===== src/rtl/ldt_pkg.sv =====
package ldt_pkg;

  // Page kind as {C, B}
  typedef enum logic [1:0] {
    PG_STRICT    = 2'b00,
    PG_BUF       = 2'b01,
    PG_CACHE     = 2'b10,
    PG_CACHE_BUF = 2'b11
  } page_kind_e;

  function automatic logic is_strict(input logic c, input logic b);
    return (page_kind_e'({c, b}) == PG_STRICT);
  endfunction

endpackage


===== src/rtl/ldt_alloc.sv =====
// Lowest-index free slot finder
module ldt_alloc #(
  parameter int NUM_SLOTS = 4,
  localparam int ID_W = (NUM_SLOTS > 1) ? $clog2(NUM_SLOTS) : 1
) (
  input  logic [NUM_SLOTS-1:0] busy,
  output logic                 any_free,
  output logic                 any_busy,
  output logic [ID_W-1:0]      free_idx
);

  always_comb begin
    any_free = 1'b0;
    free_idx = '0;
    for (int i = NUM_SLOTS - 1; i >= 0; i--) begin
      if (!busy[i]) begin
        any_free = 1'b1;
        free_idx = ID_W'(i);
      end
    end
  end

  assign any_busy = |busy;

endmodule


===== src/rtl/ldt_admit.sv =====
// Admission policy: slot availability, ordering rule, bus backpressure
module ldt_admit (
  input  logic req_strict,
  input  logic any_free,
  input  logic any_busy,
  input  logic strict_active,
  input  logic bus_ready,
  output logic can_issue,
  output logic ready
);

  logic order_ok;

  always_comb begin
    order_ok  = !strict_active && !(req_strict && any_busy);
    can_issue = any_free && order_ok;
    ready     = can_issue && bus_ready;
  end

endmodule


===== src/rtl/ldt_slot_table.sv =====
// Per-slot occupancy, tag and ordering flag
module ldt_slot_table #(
  parameter int NUM_SLOTS = 4,
  parameter int TAG_W     = 5,
  localparam int ID_W = (NUM_SLOTS > 1) ? $clog2(NUM_SLOTS) : 1
) (
  input  logic                 clk,
  input  logic                 rst_n,
  input  logic                 alloc_en,
  input  logic [ID_W-1:0]      alloc_idx,
  input  logic [TAG_W-1:0]     alloc_tag,
  input  logic                 alloc_strict,
  input  logic                 free_en,
  input  logic [ID_W-1:0]      free_idx,
  input  logic [ID_W-1:0]      look_idx,
  output logic [NUM_SLOTS-1:0] busy,
  output logic                 strict_active,
  output logic [TAG_W-1:0]     look_tag
);

  logic [NUM_SLOTS-1:0] busy_q;
  logic [NUM_SLOTS-1:0] strict_q;
  logic [TAG_W-1:0]     tag_q [NUM_SLOTS];

  for (genvar s = 0; s < NUM_SLOTS; s++) begin : g_slot
    logic set_s;
    logic clr_s;
    logic busy_d;
    logic strict_d;

    always_comb begin
      set_s    = alloc_en && (alloc_idx == ID_W'(s));
      clr_s    = free_en  && (free_idx  == ID_W'(s));
      busy_d   = busy_q[s];
      strict_d = strict_q[s];
      if (clr_s) begin
        busy_d   = 1'b0;
        strict_d = 1'b0;
      end
      if (set_s) begin
        busy_d   = 1'b1;
        strict_d = alloc_strict;
      end
    end

    always_ff @(posedge clk or negedge rst_n) begin
      if (!rst_n) begin
        busy_q[s]   <= 1'b0;
        strict_q[s] <= 1'b0;
      end else begin
        busy_q[s]   <= busy_d;
        strict_q[s] <= strict_d;
      end
    end

    always_ff @(posedge clk) begin
      if (set_s) begin
        tag_q[s] <= alloc_tag;
      end
    end
  end

  assign busy          = busy_q;
  assign strict_active = |(busy_q & strict_q);
  assign look_tag      = tag_q[look_idx];

endmodule


===== src/rtl/ldt_rsp.sv =====
// Response matching and completion outputs
module ldt_rsp #(
  parameter int NUM_SLOTS = 4,
  parameter int TAG_W     = 5,
  parameter int DATA_W    = 32,
  localparam int ID_W = (NUM_SLOTS > 1) ? $clog2(NUM_SLOTS) : 1
) (
  input  logic                 clk,
  input  logic                 rst_n,
  input  logic                 rsp_valid,
  input  logic [ID_W-1:0]      rsp_id,
  input  logic [DATA_W-1:0]    rsp_data,
  input  logic [NUM_SLOTS-1:0] busy,
  input  logic [TAG_W-1:0]     slot_tag,
  output logic                 free_en,
  output logic                 done_valid,
  output logic [TAG_W-1:0]     done_tag,
  output logic [DATA_W-1:0]    done_data,
  output logic                 rsp_err
);

  logic in_range;
  logic hit;
  logic miss;
  logic done_d;
  logic err_d;
  logic done_q;
  logic err_q;
  logic [TAG_W-1:0]  tag_q;
  logic [DATA_W-1:0] data_q;

  always_comb begin
    in_range = (int'(rsp_id) < NUM_SLOTS);
    hit      = rsp_valid && in_range && busy[rsp_id];
    miss     = rsp_valid && !hit;
    done_d   = hit;
    err_d    = miss;
  end

  always_ff @(posedge clk or negedge rst_n) begin
    if (!rst_n) begin
      done_q <= 1'b0;
      err_q  <= 1'b0;
    end else begin
      done_q <= done_d;
      err_q  <= err_d;
    end
  end

  always_ff @(posedge clk) begin
    if (hit) begin
      tag_q  <= slot_tag;
      data_q <= rsp_data;
    end
  end

  assign free_en    = hit;
  assign done_valid = done_q;
  assign done_tag   = tag_q;
  assign done_data  = data_q;
  assign rsp_err    = err_q;

endmodule


===== src/rtl/ldt_tracker.sv =====
module ldt_tracker #(
  parameter int NUM_SLOTS = 4,
  parameter int ADDR_W    = 32,
  parameter int TAG_W     = 5,
  parameter int DATA_W    = 32,
  localparam int ID_W = (NUM_SLOTS > 1) ? $clog2(NUM_SLOTS) : 1
) (
  input  logic              clk,
  input  logic              rst_n,
  input  logic              req_valid,
  output logic              req_ready,
  input  logic [ADDR_W-1:0] req_addr,
  input  logic [TAG_W-1:0]  req_tag,
  input  logic              req_cacheable,
  input  logic              req_bufferable,
  output logic              rd_valid,
  input  logic              rd_ready,
  output logic [ADDR_W-1:0] rd_addr,
  output logic [ID_W-1:0]   rd_id,
  input  logic              rsp_valid,
  input  logic [ID_W-1:0]   rsp_id,
  input  logic [DATA_W-1:0] rsp_data,
  output logic              done_valid,
  output logic [TAG_W-1:0]  done_tag,
  output logic [DATA_W-1:0] done_data,
  output logic              rsp_err
);

  import ldt_pkg::*;

  logic [NUM_SLOTS-1:0] slot_busy;
  logic                 strict_active;
  logic                 any_free;
  logic                 any_busy;
  logic [ID_W-1:0]      free_idx;
  logic                 req_strict;
  logic                 can_issue;
  logic                 admit_ready;
  logic                 accept;
  logic                 rel_en;
  logic [TAG_W-1:0]     rel_tag;

  assign req_strict = is_strict(req_cacheable, req_bufferable);

  ldt_alloc #(.NUM_SLOTS(NUM_SLOTS)) u_alloc (
    .busy     (slot_busy),
    .any_free (any_free),
    .any_busy (any_busy),
    .free_idx (free_idx)
  );

  ldt_admit u_admit (
    .req_strict    (req_strict),
    .any_free      (any_free),
    .any_busy      (any_busy),
    .strict_active (strict_active),
    .bus_ready     (rd_ready),
    .can_issue     (can_issue),
    .ready         (admit_ready)
  );

  assign accept = req_valid && admit_ready;

  ldt_slot_table #(.NUM_SLOTS(NUM_SLOTS), .TAG_W(TAG_W)) u_table (
    .clk           (clk),
    .rst_n         (rst_n),
    .alloc_en      (accept),
    .alloc_idx     (free_idx),
    .alloc_tag     (req_tag),
    .alloc_strict  (req_strict),
    .free_en       (rel_en),
    .free_idx      (rsp_id),
    .look_idx      (rsp_id),
    .busy          (slot_busy),
    .strict_active (strict_active),
    .look_tag      (rel_tag)
  );

  ldt_rsp #(.NUM_SLOTS(NUM_SLOTS), .TAG_W(TAG_W), .DATA_W(DATA_W)) u_rsp (
    .clk        (clk),
    .rst_n      (rst_n),
    .rsp_valid  (rsp_valid),
    .rsp_id     (rsp_id),
    .rsp_data   (rsp_data),
    .busy       (slot_busy),
    .slot_tag   (rel_tag),
    .free_en    (rel_en),
    .done_valid (done_valid),
    .done_tag   (done_tag),
    .done_data  (done_data),
    .rsp_err    (rsp_err)
  );

  assign req_ready = admit_ready;
  assign rd_valid  = req_valid && can_issue;
  assign rd_addr   = req_addr;
  assign rd_id     = free_idx;

endmodule


===== config.mk =====
export PLATFORM = sky130hd
export DESIGN_NAME = ldt_tracker
export DESIGN_NICKNAME = d
export VERILOG_FILES = /design/src/rtl/ldt_pkg.sv /design/src/rtl/ldt_alloc.sv /design/src/rtl/ldt_admit.sv /design/src/rtl/ldt_slot_table.sv /design/src/rtl/ldt_rsp.sv /design/src/rtl/ldt_tracker.sv
export SDC_FILE = /design/constraint.sdc
export NUM_CORES = 1
export LEC_CHECK = 0
export ABC_AREA = 1
export BUFFER_PORTS_ARGS = -buffer_cell sky130_fd_sc_hd__buf_2
export CORE_ASPECT_RATIO = 1.4
export CORE_MARGIN = 10
export CORE_UTILIZATION = 45
export CTS_CLUSTER_SIZE = 40
export DETAILED_ROUTE_END_ITERATION = 10
export PLACE_DENSITY_LB_ADDON = 0.1
export RECOVER_POWER = 25
export SYNTH_ARGS = -nofsm -noshare
export SYNTH_HDL_FRONTEND = slang
export SYNTH_SLANG_ARGS = --single-unit

===== constraint.sdc =====
create_clock -name clk -period 5.18 [get_ports clk]
set_clock_uncertainty 0.05 [all_clocks]
set_input_delay 0.259 -clock clk [delete_from_list [all_inputs] [get_ports clk]]
set_output_delay 0.259 -clock clk [all_outputs]
set_load 0.005 [all_outputs]

==> flow_summary.yaml <==
hold_path:
  hold-path-cell-count: 1
  min_path_type: "input pin to register"
  min_from: "rsp_data[9]"
  whs_endpoint: "u_rsp.done_data[9]"
critical_path:
  worst_setup_path_end_kind: "register"
  worstPathArrival_ns: 1.80
  cp-start-kind: "register"
  cp.required_ns: 5.09
  worstReg2RegStart: "u_table.busy[1]"
  rr_endpoint: "u_rsp.done_data[3]"
  reg2regPathDepth: 6
  worstPathMaxFanout: 39
  r2r_setup_slack_ns: 3.29
  path_class: "register to register"
power_and_ir_drop:
  power_density_nw_per_um2: 459
  vdd_drop_max_mv: 0.225
  power.share.sequential_pct: 47.8
  combPwrFrac_pct: 17.9
  p_int_w: 0.00109
  pwr-share-clk_pct: 34.3
  p_leak_nw: 1.43
  power.total_w: 0.00150
  p_sw_w: 0.000405
  netSwitchingFraction_pct: 27.1
sta:
  drv_slew: 0
  whs_ns: 0.0423
  relSlewSlack_pct: 48.2
  tns_ns: 0
  hold_viol: 0
  worstMarginPinSlew_ns: 0.776
  grt_setup_unrepaired: "false"
  finalSetupViolCount: 0
  period_share_pct: 36.5
  fmax_mhz: 529
  fin_crit_ns: 1.89
floorplanning:
  die_w_um: 86.1
  dieArea_um2: 9700
  rows: 33
  pin_count: 153
  core_um2: 5900
  die_h_um: 113
  start_util_pct: 46.7
global_route:
  overflow: 0
  grt_use_total_pct: 12.4
  grt_pass1_vias: 1690
  grt_pass1_wl_mm: 9.18
  grt_antenna_before_repair: 0
  grt_max_degree: 40
logic_synthesis:
  synth_warnings: 0
  syn_area_um2: 2760
  syn_nets: 280
  synth_area_per_cell_um2: 13.6
  synth_cells: 202
  ys_seq_elements: 67
  yosysSeqAreaShare_pct: 71.2
  ys_types: 20
clock_tree:
  clock-root-buffer: "clkbuf_8"
  cts_max_path_buffers: 2
  cts.repair.resized: 0
  cts.sinks: 67
  path_clk_slew_ns: 0.07
  numCtsBuffers: 9
  clk_latency_ns: 0.34
  postCtsSetupBuffers: 0
  cts-hold-fix-buffers: 1
  cts.htree.levels: 3
  cts_tree: "done"
detailed_routing:
  wire_per_inst_um: 17.2
  post-route-drc-count: 0
  drt_pass1_iterations: 4
  wl_mm: 5.90
  via_count: 1660
  avgViaCountPerCell: 4.84
  drtIter0Drc: 77
  ant_nets: 0
final_layout:
  fin_nets: 346
  final_cells: 343
  drive_gt1_share_pct: 46.2
  fillCellCount: 505
  final_area_um2: 3260
  syn2layout_area_growth_pct: 18.4
  n_antenna_cell: 0
  seqCellArea_um2: 1960
  multi_input_area_um2: 460
place:
  post_dp_cell_area_um2: 3020
  place.gp.congestion: 0.848
  dp.cells: 326
  dpl.hpwl_mm: 4.52
  port_buffers: 88
outcome:
  status: "finished, final reports clean"
run:
  drv_cap: 0
critical path, cell delays in order, from the launching register on:
cell	delay, ns
dfrtp_1	0.48
nand2_1	0.08
o21ai_1	0.07
nand2_1	0.07
nand2_2	0.12
nand2_2	0.06
inv_2	0.56
layout by cell type (no fill, tap or decap):
cell,Yosys,layout
a21oi_1,2,2
a21oi_2,2,2
a22oi_1,6,6
buf_2,0,83
bufinv_16,0,3
clkbuf_1,0,5
clkbuf_8,0,9
clkinv_1,0,1
clkinv_2,0,1
clkinvlp_4,0,1
dfrtp_1,10,10
dlygate4sd3_1,0,1
edfxtp_1,57,57
inv_1,13,13
inv_2,6,6
inv_6,0,1
nand2_1,33,33
nand2_2,8,8
nand3_1,5,5
nand3_2,6,6
nand3_4,1,1
nand4_1,3,3
nor2_1,10,10
nor2_2,3,3
nor2_4,1,1
nor2_8,1,1
o21ai_1,1,1
cells by family (layout without fill, tap and decap cells):
family	Yosys count	after routing	share of synthesized area, %
AOI/OAI and AO/OA	11	11	2.81
buffers and inverters	53	124	12.1
DFF	67	67	71.2
and+or+nand+nor	71	71	13.9
cell type report:
class                   count  area share, %
flip-flops and latches     67           60.1
clock buffers               9           3.79
well taps                  70           2.68
multi-input cells          82           14.1
repair buffers             89           13.6
inverters                  19           2.18
clock inverters             7           3.53
Yosys cell counts:
| master | count | area, µm² |
|---|---|---|
| edfxtp_1 | 57 | 1710 |
| nand2_1 | 33 | 124 |
| buf_4 | 32 | 240 |
| inv_1 | 13 | 48.8 |
| dfrtp_1 | 10 | 250 |
| nor2_1 | 10 | 37.5 |
| nand2_2 | 8 | 50.1 |
| a22oi_1 | 6 | 45.0 |
| inv_2 | 6 | 22.5 |
| nand3_2 | 6 | 60.1 |
| nand3_1 | 5 | 25.0 |
| nand4_1 | 3 | 18.8 |
| nor2_2 | 3 | 18.8 |
| a21oi_1 | 2 | 10.0 |
| a21oi_2 | 2 | 17.5 |
| buf_6 | 2 | 22.5 |
| nand3_4 | 1 | 17.5 |
| nor2_4 | 1 | 11.3 |
| nor2_8 | 1 | 20.0 |
| o21ai_1 | 1 | 5.00 |
power groups by stage:
stage,Clock (W),Combinational (W),Sequential [W]
3_3_place_gp,0,0.000273,0.000727
3_5_place_dp,0,0.000275,0.000728
6_report,0.000514,0.000267,0.000717
2_1_floorplan,0,0.000204,0.000717
4_1_cts,0.000531,0.000276,0.000716
5_1_grt,0.000557,0.000307,0.000725
per-stage QoR:
step                utilization, %  setup slack [ns]
global placement              51.2              3.18
finish                        55.3              3.29
global route                  55.3              3.05
CTS                           55.4              3.27
floorplan                        -              3.52
detailed placement            51.2              3.13
worst max path at each step:
stage	startpoint	endpoint	slack, ns	depth (start not counted)
after floorplan	u_table.busy[0]	u_rsp.done_data[0]	3.52	6
after global placement	rsp_id[1]	u_rsp.done_data[27]	3.18	7
after detailed placement	rsp_id[1]	u_rsp.done_data[0]	3.13	7
after CTS	u_table.busy[3]	u_rsp.done_data[3]	3.27	6
after global routing	u_table.busy[0]	u_table.strict_q[3]	3.05	9
final	u_table.busy[1]	u_rsp.done_data[3]	3.29	6
layer usage:
layer / part of all wire (%) / track usage [%] / up-vias
met1: 42 / 14.4 / 739
met5: 0 / 0 / -
li1: - / - / 785
met3: 11 / 7.38 / 24
met2: 44 / 16.8 / 112
met4: 3.1 / 8.04 / 0
sequential cells by signal, indices dropped and copies added (netlist names):
register,flops
u_rsp.done_tag,5
u_rsp.rsp_err,1
u_rsp.done_valid,1
u_rsp.done_data,32
u_table.busy,4
u_table.strict_q,4
u_table.tag_q,20
(Power assumes the default switching activity.)
